**src/rtl/dyn_term_pkg.sv**
```systemverilog
package dyn_term_pkg;

   localparam logic [2:0] TS_OFF   = 3'd0;
   localparam logic [2:0] TS_DIV4  = 3'd1;
   localparam logic [2:0] TS_DIV2  = 3'd2;

   // nominal codes 6 and 7 carry no strength
   function automatic logic nom_is_rsv(input logic [2:0] code);
      return code[2] & code[1];
   endfunction

   // strengths 4..7 may not be used as termination while writing
   function automatic logic nom_wr_illegal(input logic [2:0] code);
      return code[2];
   endfunction

   function automatic logic [2:0] nom_to_sel(input logic [2:0] code);
      return nom_is_rsv(code) ? TS_OFF : code;
   endfunction

   function automatic logic wr_code_on(input logic [1:0] code);
      return code[0] ^ code[1];
   endfunction

   function automatic logic [2:0] wr_to_sel(input logic [1:0] code);
      logic [2:0] sel;
      case (code)
         2'b01:   sel = TS_DIV4;
         2'b10:   sel = TS_DIV2;
         default: sel = TS_OFF;
      endcase
      return sel;
   endfunction

endpackage

```
**src/rtl/dyn_term_cfg.sv**
```systemverilog
module dyn_term_cfg
   import dyn_term_pkg::*;
#(
   parameter int MR_W    = 16,
   parameter int LAT_W   = 4,
   parameter int CNT_W   = 6,
   parameter int NOM_HI  = 9,
   parameter int NOM_MID = 6,
   parameter int NOM_LO  = 2,
   parameter int WR_LSB  = 10
)(
   input  logic             clk,
   input  logic             rst_n,
   input  logic             load,
   input  logic [MR_W-1:0]  data,
   input  logic [LAT_W-1:0] wl_in,
   input  logic [LAT_W-1:0] off_in,
   output logic [2:0]       nom_code,
   output logic [1:0]       wr_code,
   output logic [LAT_W-1:0] cnw,
   output logic [CNT_W-1:0] ret8,
   output logic [CNT_W-1:0] ret4,
   output logic             cfg_err
);

   localparam int NOM_POS [3] = '{NOM_LO, NOM_MID, NOM_HI};

   if (NOM_HI >= MR_W || WR_LSB + 1 >= MR_W) begin : g_bad_pos
      $error("mode field position outside the mode word");
   end
   if (CNT_W <= LAT_W) begin : g_bad_cnt
      $error("counter width must exceed latency width");
   end

   logic [2:0] nom_in;
   for (genvar i = 0; i < 3; i++) begin : g_nom_bit
      assign nom_in[i] = data[NOM_POS[i]];
   end

   logic unused_mode_bits;
   assign unused_mode_bits = ^data;

   logic [CNT_W-1:0] wl_w, off_w;
   logic             load_ok;
   assign wl_w    = CNT_W'(wl_in);
   assign off_w   = CNT_W'(off_in);
   assign load_ok = (wl_w >= CNT_W'(3)) && ((off_w + CNT_W'(6)) > wl_w);

   always_ff @(posedge clk or negedge rst_n) begin
      if (!rst_n) begin
         nom_code <= TS_OFF;
         wr_code  <= 2'b00;
         cnw      <= LAT_W'(1);
         ret8     <= CNT_W'(6);
         ret4     <= CNT_W'(4);
         cfg_err  <= 1'b0;
      end else if (load) begin
         if (load_ok) begin
            nom_code <= nom_in;
            wr_code  <= data[WR_LSB +: 2];
            cnw      <= wl_in - LAT_W'(2);
            ret8     <= off_w + CNT_W'(6);
            ret4     <= off_w + CNT_W'(4);
            cfg_err  <= 1'b0;
         end else begin
            cfg_err  <= 1'b1;
         end
      end
   end

   assert_reject_hold_R9: assert property (@(posedge clk) disable iff (!rst_n)
      (load && (wl_in < LAT_W'(3))) |=> ($stable(nom_code) && $stable(cnw) && $stable(wr_code) && cfg_err));

   assert_cnw_positive_R9: assert property (@(posedge clk) disable iff (!rst_n)
      (cnw != '0) && (ret4 > CNT_W'(cnw)));

endmodule

```
**src/rtl/dyn_term_window.sv**
```systemverilog
module dyn_term_window #(
   parameter int LAT_W          = 4,
   parameter int CNT_W          = 6,
   parameter bit HOLD_ON_RETRIG = 1'b1
)(
   input  logic             clk,
   input  logic             rst_n,
   input  logic             go,
   input  logic             chop4,
   input  logic [LAT_W-1:0] cnw,
   input  logic [CNT_W-1:0] ret8,
   input  logic [CNT_W-1:0] ret4,
   output logic             in_wr,
   output logic             busy
);

   logic [CNT_W-1:0] since_q, since_n, ret_q, ret_n, cnw_w;
   logic             hold_q, hold_n, busy_n, in_wr_n, in_span;

   assign cnw_w = CNT_W'(cnw);

   always_comb begin
      since_n = go ? '0 : (busy ? since_q + CNT_W'(1) : since_q);
      ret_n   = go ? (chop4 ? ret4 : ret8) : ret_q;
      busy_n  = go | (busy & ((since_q + CNT_W'(1)) < ret_q));
      in_span = (since_n >= cnw_w) && (since_n < ret_n);
   end

   if (HOLD_ON_RETRIG) begin : g_hold
      assign hold_n  = go ? in_wr : hold_q;
      assign in_wr_n = busy_n & (in_span | (hold_n & (since_n < cnw_w)));
   end else begin : g_plain
      assign hold_n  = 1'b0;
      assign in_wr_n = busy_n & in_span;
   end

   always_ff @(posedge clk or negedge rst_n) begin
      if (!rst_n) begin
         since_q <= '0;
         ret_q   <= '0;
         hold_q  <= 1'b0;
         busy    <= 1'b0;
         in_wr   <= 1'b0;
      end else begin
         since_q <= since_n;
         ret_q   <= ret_n;
         hold_q  <= hold_n;
         busy    <= busy_n;
         in_wr   <= in_wr_n;
      end
   end

   assert_switch_time_R3: assert property (@(posedge clk) disable iff (!rst_n)
      $rose(in_wr) |-> (since_q == cnw_w));

   assert_window_ends_R4: assert property (@(posedge clk) disable iff (!rst_n)
      $fell(in_wr) |-> !busy);

   assert_count_bound_R5: assert property (@(posedge clk) disable iff (!rst_n)
      busy |-> (since_q < ret_q));

   assert_no_drop_R6: assert property (@(posedge clk) disable iff (!rst_n)
      (go && in_wr) |=> in_wr);

endmodule

```
**src/rtl/dyn_term_seq.sv**
```systemverilog
module dyn_term_seq
   import dyn_term_pkg::*;
#(
   parameter int MR_W  = 16,
   parameter int LAT_W = 4,
   parameter int CNT_W = 6
)(
   input  logic             clk,
   input  logic             rst_n,
   input  logic             mode_load,
   input  logic [MR_W-1:0]  mode_data,
   input  logic [LAT_W-1:0] cas_wr_lat,
   input  logic [LAT_W-1:0] odt_off_lat,
   input  logic             wr_cmd,
   input  logic             wr_chop4,
   output logic [2:0]       term_sel,
   output logic             nom_rsv,
   output logic             cfg_err,
   output logic             wr_nom_err
);

   logic [2:0]       nom_code;
   logic [1:0]       wr_code;
   logic [LAT_W-1:0] cnw;
   logic [CNT_W-1:0] ret8, ret4;
   logic             dyn_on, win_go, win_in_wr, win_busy;

   dyn_term_cfg #(
      .MR_W(MR_W), .LAT_W(LAT_W), .CNT_W(CNT_W),
      .NOM_HI(9), .NOM_MID(6), .NOM_LO(2), .WR_LSB(10)
   ) u_cfg (
      .clk(clk), .rst_n(rst_n), .load(mode_load), .data(mode_data),
      .wl_in(cas_wr_lat), .off_in(odt_off_lat),
      .nom_code(nom_code), .wr_code(wr_code), .cnw(cnw),
      .ret8(ret8), .ret4(ret4), .cfg_err(cfg_err)
   );

   assign dyn_on = wr_code_on(wr_code);
   assign win_go = wr_cmd & dyn_on;

   dyn_term_window #(
      .LAT_W(LAT_W), .CNT_W(CNT_W), .HOLD_ON_RETRIG(1'b1)
   ) u_win (
      .clk(clk), .rst_n(rst_n), .go(win_go), .chop4(wr_chop4),
      .cnw(cnw), .ret8(ret8), .ret4(ret4),
      .in_wr(win_in_wr), .busy(win_busy)
   );

   assign nom_rsv  = nom_is_rsv(nom_code);
   assign term_sel = win_in_wr ? wr_to_sel(wr_code) : nom_to_sel(nom_code);

   always_ff @(posedge clk or negedge rst_n) begin
      if (!rst_n) wr_nom_err <= 1'b0;
      else        wr_nom_err <= wr_cmd & ~dyn_on & nom_wr_illegal(nom_code);
   end

   assert_rsv_is_off_R2: assert property (@(posedge clk) disable iff (!rst_n)
      (nom_rsv && !win_in_wr) |-> (term_sel == TS_OFF));

   assert_disabled_ignores_R7: assert property (@(posedge clk) disable iff (!rst_n)
      (wr_cmd && !dyn_on && !win_busy && !mode_load) |=> !win_in_wr);

   assert_err_pulse_R8: assert property (@(posedge clk) disable iff (!rst_n)
      wr_nom_err |-> !$past(dyn_on));

endmodule

```
**config.mk**
```make
export PLATFORM = sky130hd
export DESIGN_NAME = dyn_term_seq
export DESIGN_NICKNAME = d
export VERILOG_FILES = /design/src/rtl/dyn_term_pkg.sv /design/src/rtl/dyn_term_cfg.sv /design/src/rtl/dyn_term_window.sv /design/src/rtl/dyn_term_seq.sv
export SDC_FILE = /design/constraint.sdc
export NUM_CORES = 1
export LEC_CHECK = 0
export ABC_AREA = 1
export BUFFER_PORTS_ARGS = -buffer_cell sky130_fd_sc_hd__buf_2
export CELL_PAD_IN_SITES_DETAIL_PLACEMENT = 1
export CELL_PAD_IN_SITES_GLOBAL_PLACEMENT = 1
export CORE_MARGIN = 2
export CORE_UTILIZATION = 42
export DETAILED_ROUTE_END_ITERATION = 7
export HOLD_SLACK_MARGIN = 0.15
export PLACE_DENSITY = 0.87
export SYNTH_ARGS = -nofsm -noshare
export SYNTH_HDL_FRONTEND = slang
export SYNTH_SLANG_ARGS = --single-unit
```
**constraint.sdc**
```tcl
create_clock -name clk -period 2.9 [get_ports clk]
set_clock_uncertainty 0.1 [all_clocks]
set_input_delay 0.58 -clock clk [delete_from_list [all_inputs] [get_ports clk]]
set_output_delay 0.58 -clock clk [all_outputs]
set_load 0.03 [all_outputs]
```
== Yosys cells after proc, flatten, opt, wreduce, memory -nomap -nowiden ==
Cells that the tools add are included.

* Logic and storage cells: 47
* Bits in registers: 38

* Order comparisons: 6
* Equality and inequality tests: 2
* Bitwise gates (word level): 11
* Add/sub/neg operators: 4
* Reduce and logical (&&, ||, !) cells: 3
* Muxes and demuxes: 9

{| class="wikitable"
|+ Operators with widths
! cell !! count
|-
| $mux 6 || 4
|-
| $lt 6x6->1 || 2
|-
| $add 4x3->5 const B || 2
|-
| $and 1x1->1 || 7
|-
| $add 6x1->6 const B || 1
|-
| $ge 6x4->1 || 1
|-
| $gt 6x4->1 || 1
|-
| $lt 6x4->1 || 1
|-
| $mux 3 || 2
|-
| $ge 4x2->1 const B || 1
|-
| $pmux 2 s2 || 1
|-
| $sub 4x2->4 const B || 1
|-
| $eq 2x1->1 const B || 1
|-
| $eq 2x2->1 const B || 1
|-
| $logic_and 1x1->1 || 2
|-
| $mux 1 || 2
|-
| $or 1x1->1 || 2
|-
| $reduce_and 2->1 || 1
|-
| $not 1->1 || 1
|-
| $xor 1x1->1 || 1
|}

== Depth between registers and ports, before layout ==
Gate-level depths: netlist of run 1.

* Word-level depth: 7
* Mapped depth: 15

== Cells and area by module ==
Synthesis of run 1 repeated with hierarchy kept, for this count alone.

* Cells, all modules: 297
* Area total of the unflattened synthesis: 2357.3 um^2

{| class="wikitable"
|+ By module, submodules not included
! module !! area each (um^2) !! instances !! cells an instance !! seq. area each (um^2)
|-
| dyn_term_window || 1168.6 || 1 || 151 || 375.4
|-
| dyn_term_cfg || 1071.0 || 1 || 126 || 480.5
|-
| dyn_term_seq || 117.6 || 1 || 20 || 25.0
|}

== Least setup slack after synthesis of run 1 ==
No wires, ideal clock.

* Kind: in2reg
* Start: input odt_off_lat[1]
* End: register u_cfg.cnw[2]
* Path buffers: 1
* Setup slack: 0.679 ns
* Stages: 11
* Arrival time: 2.045 ns
* Cell sequence: inv_1 > ha_1 > xnor2_1 > ha_1 > a21oi_1 > o2bb2ai_1 > nand2_2 > nand2_2 > buf_2 > nand2_1 > o21ai_1

* Word-level cells in the longest chain between the ends: 4

{| class="wikitable"
|+ Ends and longest elaborated chain
! element !! RTL line !! RTL
|-
| from (decl) || dyn_term_seq.sv:13 || <nowiki>input logic [LAT_W-1:0] odt_off_lat,</nowiki>
|-
| $add 4x3->5 || dyn_term_cfg.sv:47 || <nowiki>assign load_ok = (wl_w >= CNT_W'(3)) && ((off_w + CNT_W'(6)) > wl_w);</nowiki>
|-
| $gt 6x4->1 || dyn_term_cfg.sv:47 ||
|-
| $logic_and 1x1->1 || dyn_term_cfg.sv:47 ||
|-
| $reduce_and 2->1 (no line) || n/a ||
|-
| to (signal assigned) || dyn_term_cfg.sv:61 || <nowiki>cnw <= wl_in - LAT_W'(2);</nowiki>
|-
| to (decl) || dyn_term_cfg.sv:20 || <nowiki>output logic [LAT_W-1:0] cnw,</nowiki>
|}

Every way passes these cells.
A chain may end at the register's enable or synchronous reset.

== Worst setup path after layout of run 1 ==
* Start: register u_cfg.wr_code[0]
* End: register u_win.in_wr

* Word-level cells in the longest chain between the ends: 7
* Elaborated cells on any way between the ends: 13
* Those cells by class: order compare (3); mux (3); bitwise (6); reduce/logical (1)

{| class="wikitable"
|+ Ends and longest elaborated chain
! element !! RTL line !! RTL
|-
| from (decl) || dyn_term_cfg.sv:19 || <nowiki>output logic [1:0] wr_code,</nowiki>
|-
| from (signal assigned) || dyn_term_cfg.sv:60 || <nowiki>wr_code <= data[WR_LSB +: 2];</nowiki>
|-
| $xor 1x1->1 || dyn_term_pkg.sv:22 || <nowiki>return code[0] ^ code[1];</nowiki>
|-
| $and 1x1->1 || dyn_term_seq.sv:39 || <nowiki>assign win_go = wr_cmd & dyn_on;</nowiki>
|-
| $mux 6 || dyn_term_window.sv:24 || <nowiki>ret_n = go ? (chop4 ? ret4 : ret8) : ret_q;</nowiki>
|-
| net u_win.ret_n[3] || dyn_term_window.sv:17 || <nowiki>logic [CNT_W-1:0] since_q, since_n, ret_q, ret_n, cnw_w;</nowiki>
|-
| $lt 6x6->1 || dyn_term_window.sv:26 || <nowiki>in_span = (since_n >= cnw_w) && (since_n < ret_n);</nowiki>
|-
| $logic_and 1x1->1 || dyn_term_window.sv:26 ||
|-
| $or 1x1->1 || dyn_term_window.sv:31 || <nowiki>assign in_wr_n = busy_n & (in_span | (hold_n & (since_n < cnw_w)));</nowiki>
|-
| $and 1x1->1 || dyn_term_window.sv:31 ||
|-
| net u_win.in_wr_n || dyn_term_window.sv:18 || <nowiki>logic hold_q, hold_n, busy_n, in_wr_n, in_span;</nowiki>
|-
| to (signal assigned) || dyn_term_window.sv:49 || <nowiki>in_wr <= in_wr_n;</nowiki>
|-
| to (decl) || dyn_term_window.sv:13 || <nowiki>output logic in_wr,</nowiki>
|}

The timed path passes the listed nets, and every way through them passes these cells.

==> reports/metrics.csv, run 1 <==
metric,value,unit
grt_pass1_wl,8.18,mm
ant_nets,0,
drt-initial-drc-count,35,
fin_nets,340,
dieArea,5700,um^2
cp_data_required_time,3020,ps
synth-seq-cells,35,
status,finished clean,
routedWlPerCell,13.3,um
critPathKind,register to register,
cts_setup_buffers,0,
synthesis.nets,311,
synth_area_leaders,"dfrtp_1, ha_1, nand2_1, inv_1, dfstp_2",
drv_cap,0,
r2r_cells,13,
startpoint_type,register,
synthCells,257,
dr.pass1.iters,4,
clock_tree.root_cell,clkbuf_8,
relSlewSlack,49.4,%
ff_latch_area,881,um^2
hold_viol_final,0,
synth.avg_cell_area,8.35,um^2
cts_made_buffers,5,
worst_setup_path_end_kind,register,
drt-total-wl,4.74,mm
max-vdd-ir-drop,0.000395,V
cts.htree.levels,2,
multiInputGateArea,1070,um^2
p_int,1.41,mW
grt-ovfl-total,0,
grt_pass1_vias,1834,
cts.clk_slew.worst_paths,70,ps
grt_use_met1,21.9,%
io_buffers,23,
grt.busiest_layer,met2,
cts_tree,yes,
yosys_warnings,0,
clkLatencyLatePin,280,ps
worst_pin_slew,759,ps
start_util,42.8,%
core_region_area,5010,um^2
num_rows,26,
synth_area,2150,um^2
grt_use_met3,2.78,%
dp_cells,349,
die_w,75.5,um
power_density,1010,nW/um^2
rsz0062_at_grt,false,
cp_max_fo,9,
p_sw_share,43.2,%
synthToLayoutAreaGrowth,15.4,%
final.setup.tns,0,ps
period_needed,2690,ps
cts_max_path_buffers,2,
power.switching,1.08,mW
via_per_inst,4.92,
cts_sinks,35,
timing.fmax,372,MHz
use_met2,35.6,%
io_pins,35,
setup_viol,0,
netlist.top_cell.by_area,dfrtp_1,
dieHeight,75.5,um
drcViolationCount,0,
cts_resized,0,
seq_area_frac_synth,41.0,%
instances_no_fill,357,
antenna_cells,0,
dr_total_vias,1756,
drv_slew,0,
hold_path_class,primary input to asynchronous set/reset pin,
gp_congestion,0.808,
seqPwrFrac,31.2,%
synth_top_area_share,36.2,%
cp_data_arrival_time,2810,ps
synth_cell_types,31,
drive_gt1_share,19.5,%
grt_usage,19.0,%
holdBufCountCts,0,
grt_max_degree,36,
dpl.hpwl,3.80,mm
antenna_found_initial,0,
fill_cells,633,
clock_power_share,18.0,%
power.leakage,1.33,nW
fin_crit_sh,92.8,%
p_comb_share,50.8,%
-- kinds of logic after synthesis --
logic type	after synthesis	synth area share (%)
simple gates	100	21.6
buf+inv	48	8.86
compound gates	45	12.2
flops	35	41.0
fa+ha+maj	25	14.6
xor+xnor	4	1.63
-- metal layers --
layer,up-vias,wire [um],share of wire (%)
met4,0,82,1.7
met5,-,0,0
li1,893,-,-
met2,17,2610,55
met3,6,78,1.6
met1,840,1970,42
-- final timing paths --
kind	startpoint	endpoint	slack (ps)
max reg2reg	u_cfg.wr_code[0]	u_win.in_wr	210
max	u_cfg.wr_code[0]	u_win.in_wr	210
min	rst_n	u_cfg.wr_code[0]	260
max in group asynchronous	rst_n	u_win.ret_q[5]	1950
min in group clk	odt_off_lat[1]	u_cfg.ret8[1]	360
min reg2reg	u_cfg.ret4[4]	u_cfg.ret4[4]	370
-- registers in the layout, indices dropped and copies added (netlist names) --
signal and flops:
u_cfg.cfg_err 1, u_cfg.cnw 4, u_cfg.nom_code 3, u_cfg.ret4 4, u_cfg.ret8 5, u_cfg.wr_code 2, u_win.busy 1, u_win.hold_q 1
u_win.in_wr 1, u_win.ret_q 6, u_win.since_q 6, wr_nom_err 1
-- layout by cell type (no fill, tap or decap) --
cell and instances:
nand3_2 4, dfrtp_1 31, nand4_2 1, a21o_2 1, buf_4 2, inv_2 3, inv_1 41, a21oi_1 13
nand2_4 2, nor2_1 19, o2bb2ai_1 1, o21bai_1 1, o21bai_2 1, clkbuf_8 6, a31oi_2 1, nor2_4 1
buf_12 1, a21oi_2 2, ha_1 25, nand4_1 2, dfstp_2 4, xor2_1 2, xnor2_1 2, o21ai_0 11
o311ai_0 1, o21a_1 1, nand2_1 53, clkinv_2 1, bufinv_16 1, nand3b_1 1, nor3_1 1, nand3_1 14
o21ai_1 12, nand2_2 2, buf_2 23
-- stage by stage --
stage                     power (mW)  hold slack, ps  util, %  setup slack [ps]  instance area [um^2]
final                           2.49             260     49.4               210                  2480
after global routing            2.73             311     49.4              16.2                  2480
after CTS                       2.52             279     49.4               218                  2480
after detailed placement        2.05             362     47.1               250                  2360
after global placement          1.95             356     47.1               364                  2360
after floorplan                 1.70             184        -               679                  2150
-- power groups by stage --
stage	Combinational, mW	Sequential [mW]	Clock [mW]
final	1.27	0.777	0.448
after global routing	1.45	0.800	0.477
after CTS	1.28	0.778	0.461
after detailed placement	1.26	0.786	0
after global placement	1.18	0.775	0
after floorplan	0.940	0.760	0
-- area by class of cell --
cell class / instances / share of cell area, %
Clock buffer: 6 / 3.34
Clock inverter: 2 / 1.41
Inverter: 44 / 6.67
Multi-Input combinational cell: 174 / 43.4
Sequential cell: 35 / 35.6
Tap cell: 70 / 3.54
Timing Repair Buffer: 26 / 6.06
-- Yosys cell counts, drive strengths merged --
master / number
a21o: 1
a21oi: 15
a31oi: 1
buf: 4
dfrtp: 31
dfstp: 4
ha: 25
inv: 44
nand2: 57
nand3: 18
nand3b: 1
nand4: 3
nor2: 20
nor3: 1
o21a: 1
o21ai: 23
o21bai: 2
o2bb2ai: 1
o311ai: 1
xnor2: 2
xor2: 2
-- worst max-delay path, stage by stage (launching register included) --
cell and delay, ps:
dfrtp_1 350, inv_1 70, ha_1 310, inv_1 60, nand2_1 310, inv_2 160, o21ai_0 260, inv_1 80
ha_1 320, a21oi_1 140, o21ai_0 90, nor2_1 150, nand2_1 80, a21oi_2 120
(Power assumes the default switching activity.)
==> run 2, diff against run 1 <==
--- a/config.mk
+++ b/config.mk
@@ -6,7 +6,7 @@
 export NUM_CORES = 1
 export LEC_CHECK = 0
 export ABC_AREA = 1
-export BUFFER_PORTS_ARGS = -buffer_cell sky130_fd_sc_hd__buf_2
+export BUFFER_PORTS_ARGS = -buffer_cell sky130_fd_sc_hd__buf_4
 export CELL_PAD_IN_SITES_DETAIL_PLACEMENT = 1
 export CELL_PAD_IN_SITES_GLOBAL_PLACEMENT = 1
 export CORE_MARGIN = 2
==> run 2 against run 1 <==
Compared with the run above: global-route usage grew 1.1 points; largest cell class unchanged; sequential cell count is the same; first-iteration DRC count grew 54%; largest power group unchanged; setup slack gained 100 ps; register-to-register slack gained 100 ps.
==> reports/metrics.csv, run 2 (synthesized netlist as in run 1, its figures left out) <==
metric,value,unit
grt_pass1_vias,1869,
worst_pin_slew,558,ps
grt_max_degree,36,
hold_path_class,primary input to register,
num_rows,26,
clkLatencyLatePin,290,ps
cp_data_arrival_time,2710,ps
drv_cap,0,
worst_setup_path_end_kind,register,
min_from,odt_off_lat[2],
top_regs,"u_win.ret_q x6, u_win.since_q x6, u_cfg.ret8 x5",
via_per_inst,5.04,
whs,344,ps
die_w,75.5,um
final_cell_area,2540,um^2
cts_resized,0,
startpoint_type,register,
cts.htree.levels,2,
cts_tree,yes,
fin_nets,340,
drcViolationCount,0,
core_region_area,5010,um^2
final_cell_mix,"nand2_1, inv_1, dfrtp_1",
cp_max_fo,7,
drt-initial-drc-count,54,
drv_slew,0,
status,finished clean,
power.leakage,1.35,nW
io_buffers,23,
relSlewSlack,62.3,%
multiInputGateArea,1070,um^2
dieArea,5700,um^2
dpl-instance-area,2410,um^2
routedWlPerCell,13.7,um
final_common_cell,nand2_1,
gp_congestion,0.794,
dr.pass1.iters,4,
fin_crit_sh,89.1,%
ff_latch_area,881,um^2
dpl.hpwl,3.92,mm
start_util,42.8,%
ant_nets,0,
io_pins,35,
hold_viol_final,0,
grt_pass1_wl,8.51,mm
max-vdd-ir-drop,0.000373,V
antenna_found_initial,0,
dieHeight,75.5,um
cts_max_path_buffers,2,
cts_sinks,35,
dr_total_vias,1799,
timing.fmax,387,MHz
synthToLayoutAreaGrowth,18.2,%
rsz0062_at_grt,false,
drive_gt1_share,19.2,%
setup_viol,0,
cts_made_buffers,5,
power_density,991,nW/um^2
total_power,2.51,mW
period_needed,2590,ps
critPathLaunch,u_cfg.wr_code[0],
grt_usage,20.1,%
antenna_cells,0,
cp_data_required_time,3020,ps
drt-total-wl,4.90,mm
cts.clk_slew.worst_paths,70,ps
final.setup.tns,0,ps
clock_tree.root_cell,clkbuf_8,
grt-ovfl-total,0,
final_util,50.6,%
reg2reg_from,u_cfg.wr_code[0],
fill_cells,649,
critPathKind,register to register,
-- run 2: changes by cell type in the layout (fill, tap and decap cells not counted), sizes merged --
cell / change
dlygate4sd3: +1
buf: -1
-- run 2: final timing paths --
check                                     to  slack, ps  cells after the start
hold reg to reg                u_cfg.ret8[1]        370                      2
hold / removal                 u_cfg.ret4[2]        340                      2
max in group asynchronous      u_cfg.ret8[2]       1630                      2
setup / recovery                 u_win.in_wr        310                     13
setup reg to reg                 u_win.in_wr        310                     13
min in group asynchronous  u_cfg.nom_code[1]        730                      2
-- run 2: area by class of cell --
type                    count  share of cell area, %
multi-input cells         174                   42.4
clock buffers               6                   3.26
clock inverters             2                   1.38
inverters                  44                   6.51
flip-flops and latches     35                   34.7
repair buffers             26                   8.29
well taps                  70                   3.45
-- run 2: metal layers --
metal  wire [um]  GRT usage (%)
met4         143           9.75
met3         130           3.84
met2        2540           34.9
met5           0              0
met1        2090           24.0
-- run 2: worst max-delay path, cell delays in order (launching register included) --
cell     delay, ps
dfrtp_1        360
inv_1           90
ha_1           310
inv_1           50
nand2_1        220
buf_4          210
o21ai_0         80
nor2_1         240
ha_1           290
a21oi_1        170
nor2_1          50
nor2_1         140
nand2_1         90
a21oi_2        110
-- run 2: report_power, final --
part	total (mW)	switching (mW)	internal, mW
clock	0.453	0.175	0.278
combinational	1.28	0.785	0.495
sequential	0.781	0.123	0.658
total	2.51	1.08	1.43
-- run 2: per-stage QoR --
step                setup WS (ps)  cells
floorplan                     679    257
global placement              334    348
detailed placement            237    348
CTS                           320    357
global route                  100    357
finish                        315    357
-- run 2: timing repair --
| item | 4_1_cts | 5_1_grt |
|---|---|---|
| hold endpoints to repair | 31 | 0 |
| hold buffers | 1 | 0 |
| setup buffers | 0 | 0 |
==> run 3, diff against run 2 <==
--- a/config.mk
+++ b/config.mk
@@ -9,6 +9,7 @@
 export BUFFER_PORTS_ARGS = -buffer_cell sky130_fd_sc_hd__buf_4
 export CELL_PAD_IN_SITES_DETAIL_PLACEMENT = 1
 export CELL_PAD_IN_SITES_GLOBAL_PLACEMENT = 1
+export CORE_ASPECT_RATIO = 0.7
 export CORE_MARGIN = 2
 export CORE_UTILIZATION = 42
 export DETAILED_ROUTE_END_ITERATION = 7
==> run 3 against run 2 <==
Compared with the run above: global-route usage increased by 1.9 points; clock-buffer cell count up 1; die area rose by 0.16%; critical path depth stayed put; sequential share of layout area up 0.31 points; wire length rose by 9.3%; total power shrank 2.7%; via count is 2.1% lower; core utilization rose by 1.1 points; setup slack improved by 25 ps; maximum frequency up 1.0%; clock power is 22% lower; critical path type unchanged.
==> reports/metrics.csv, run 3 (synthesized netlist as in run 1, its figures left out) <==
metric,value,unit
status,finished clean,
drv_cap,0,
final_common_cell,nand2_1,
drv_slew,0,
total_power,2.44,mW
timing.fmax,391,MHz
final.setup.tns,0,ps
cts.htree.levels,2,
cts.clk_slew.worst_paths,70,ps
power_density,972,nW/um^2
fin_nets,342,
clock_tree.root_cell,clkbuf_8,
startpoint_type,register,
via_per_inst,4.92,
grt_pass1_vias,1987,
relSlewSlack,70.4,%
hold_path_class,primary input to register,
period_needed,2560,ps
dr_total_vias,1762,
start_util,44.1,%
grt_pass1_wl,9.45,mm
num_rows,21,
cp_data_arrival_time,2680,ps
cts_made_buffers,5,
io_buffers,23,
clkLatencyLatePin,300,ps
grt_max_degree,36,
grt_usage,22.0,%
hold_viol_final,0,
reg2reg_from,u_cfg.wr_code[0],
drive_gt1_share,19.0,%
ff_latch_area,881,um^2
max-vdd-ir-drop,0.000453,V
drcViolationCount,0,
rsz0062_at_grt,false,
drt-initial-drc-count,46,
antenna_found_initial,0,
top_regs,"u_win.ret_q x6, u_win.since_q x6, u_cfg.ret8 x5",
power.leakage,1.34,nW
cts_setup_buffers,0,
die_w,89.4,um
grt-ovfl-total,0,
dieHeight,63.8,um
setup_viol,0,
dieArea,5710,um^2
fill_cells,604,
cts_max_path_buffers,2,
gp_congestion,0.783,
routedWlPerCell,15.0,um
core_region_area,4860,um^2
cts_tree,yes,
worst_pin_slew,445,ps
synthToLayoutAreaGrowth,17.1,%
dr.pass1.iters,4,
multiInputGateArea,1070,um^2
antenna_cells,0,
io_pins,35,
ant_nets,0,
critPathKind,register to register,
cp_data_required_time,3020,ps
cp-endpoint,u_win.in_wr,
dpl.hpwl,4.26,mm
cts_sinks,35,
fin_crit_sh,88.3,%
r2r_cells,13,
critPathLaunch,u_cfg.wr_code[0],
worst_setup_path_end_kind,register,
rr_endpoint,u_win.in_wr,
r2r_setup_slack,340,ps
final_cell_mix,"nand2_1, inv_1, dfrtp_1",
cp_max_fo,9,
drt-total-wl,5.36,mm
[run 3: cell types whose count changed in the layout (fill, tap and decap cells not counted), sizes merged]
cell	previous run	this run
buf	25	27
bufinv	1	0
clkbuf	6	7
[run 3: cell type report]
| cell class | instances | area share [%] |
|---|---|---|
| flip-flops and latches | 35 | 35.0 |
| clock buffers | 7 | 3.04 |
| inverters | 44 | 6.57 |
| well taps | 69 | 3.43 |
| multi-input cells | 174 | 42.8 |
| clock inverters | 1 | 0.199 |
| repair buffers | 28 | 8.96 |
[run 3: worst max-delay path, cell delays in order (launching register included)]
cell and delay (ps):
dfrtp_1 360, inv_1 60, ha_1 300, inv_1 50, nand2_1 150, inv_2 130
o21ai_0 260, inv_1 120, ha_1 320, a21oi_1 150, o21ai_0 100, nor2_1 110
nand2_1 70, a21oi_2 190
[run 3: worst min-delay path by stage]
| stage | startpoint | endpoint | slack (ps) | depth (start not counted) |
|---|---|---|---|---|
| after CTS | odt_off_lat[2] | u_cfg.ret4[2] | 320 | 2 |
| after detailed placement | u_cfg.ret8[1] | u_cfg.ret8[1] | 370 | 2 |
| final | odt_off_lat[2] | u_cfg.ret4[2] | 330 | 2 |
| after global routing | odt_off_lat[1] | u_cfg.ret8[1] | 330 | 2 |
| after floorplan | rst_n | u_cfg.cfg_err | 180 | 0 |
| after global placement | u_cfg.ret4[4] | u_cfg.ret4[4] | 360 | 2 |
[run 3: power by group]
group          internal, mW  switching (mW)  leakage, nW  total, mW
logic                 0.501           0.813        0.875       1.31
clock network         0.169           0.185       0.0422      0.354
registers             0.657           0.119        0.425      0.777
total                  1.33            1.12         1.34       2.44
[run 3: timing repair]
| item | CTS | global route |
|---|---|---|
| hold buffers | 1 | 0 |
| endpoints found under the hold margin | 31 | 0 |
| setup endpoints to repair | 0 | 0 |
| resized for setup | 0 | 0 |
[run 3: through the flow]
stage	hold slack (ps)	setup WS, ps	area (um^2)	util, %	std cells
floorplan	184	679	2150	-	257
global placement	358	272	2420	49.8	349
detailed placement	366	172	2420	49.8	349
CTS	320	368	2510	51.7	358
global route	331	152	2510	51.7	358
finish	328	340	2510	51.7	358
[run 3: layer usage]
layer,track usage [%],share of wire [%]
met5,0,0
met4,4.85,1.3
met3,6.59,4.2
met2,35.1,46
met1,29.5,48
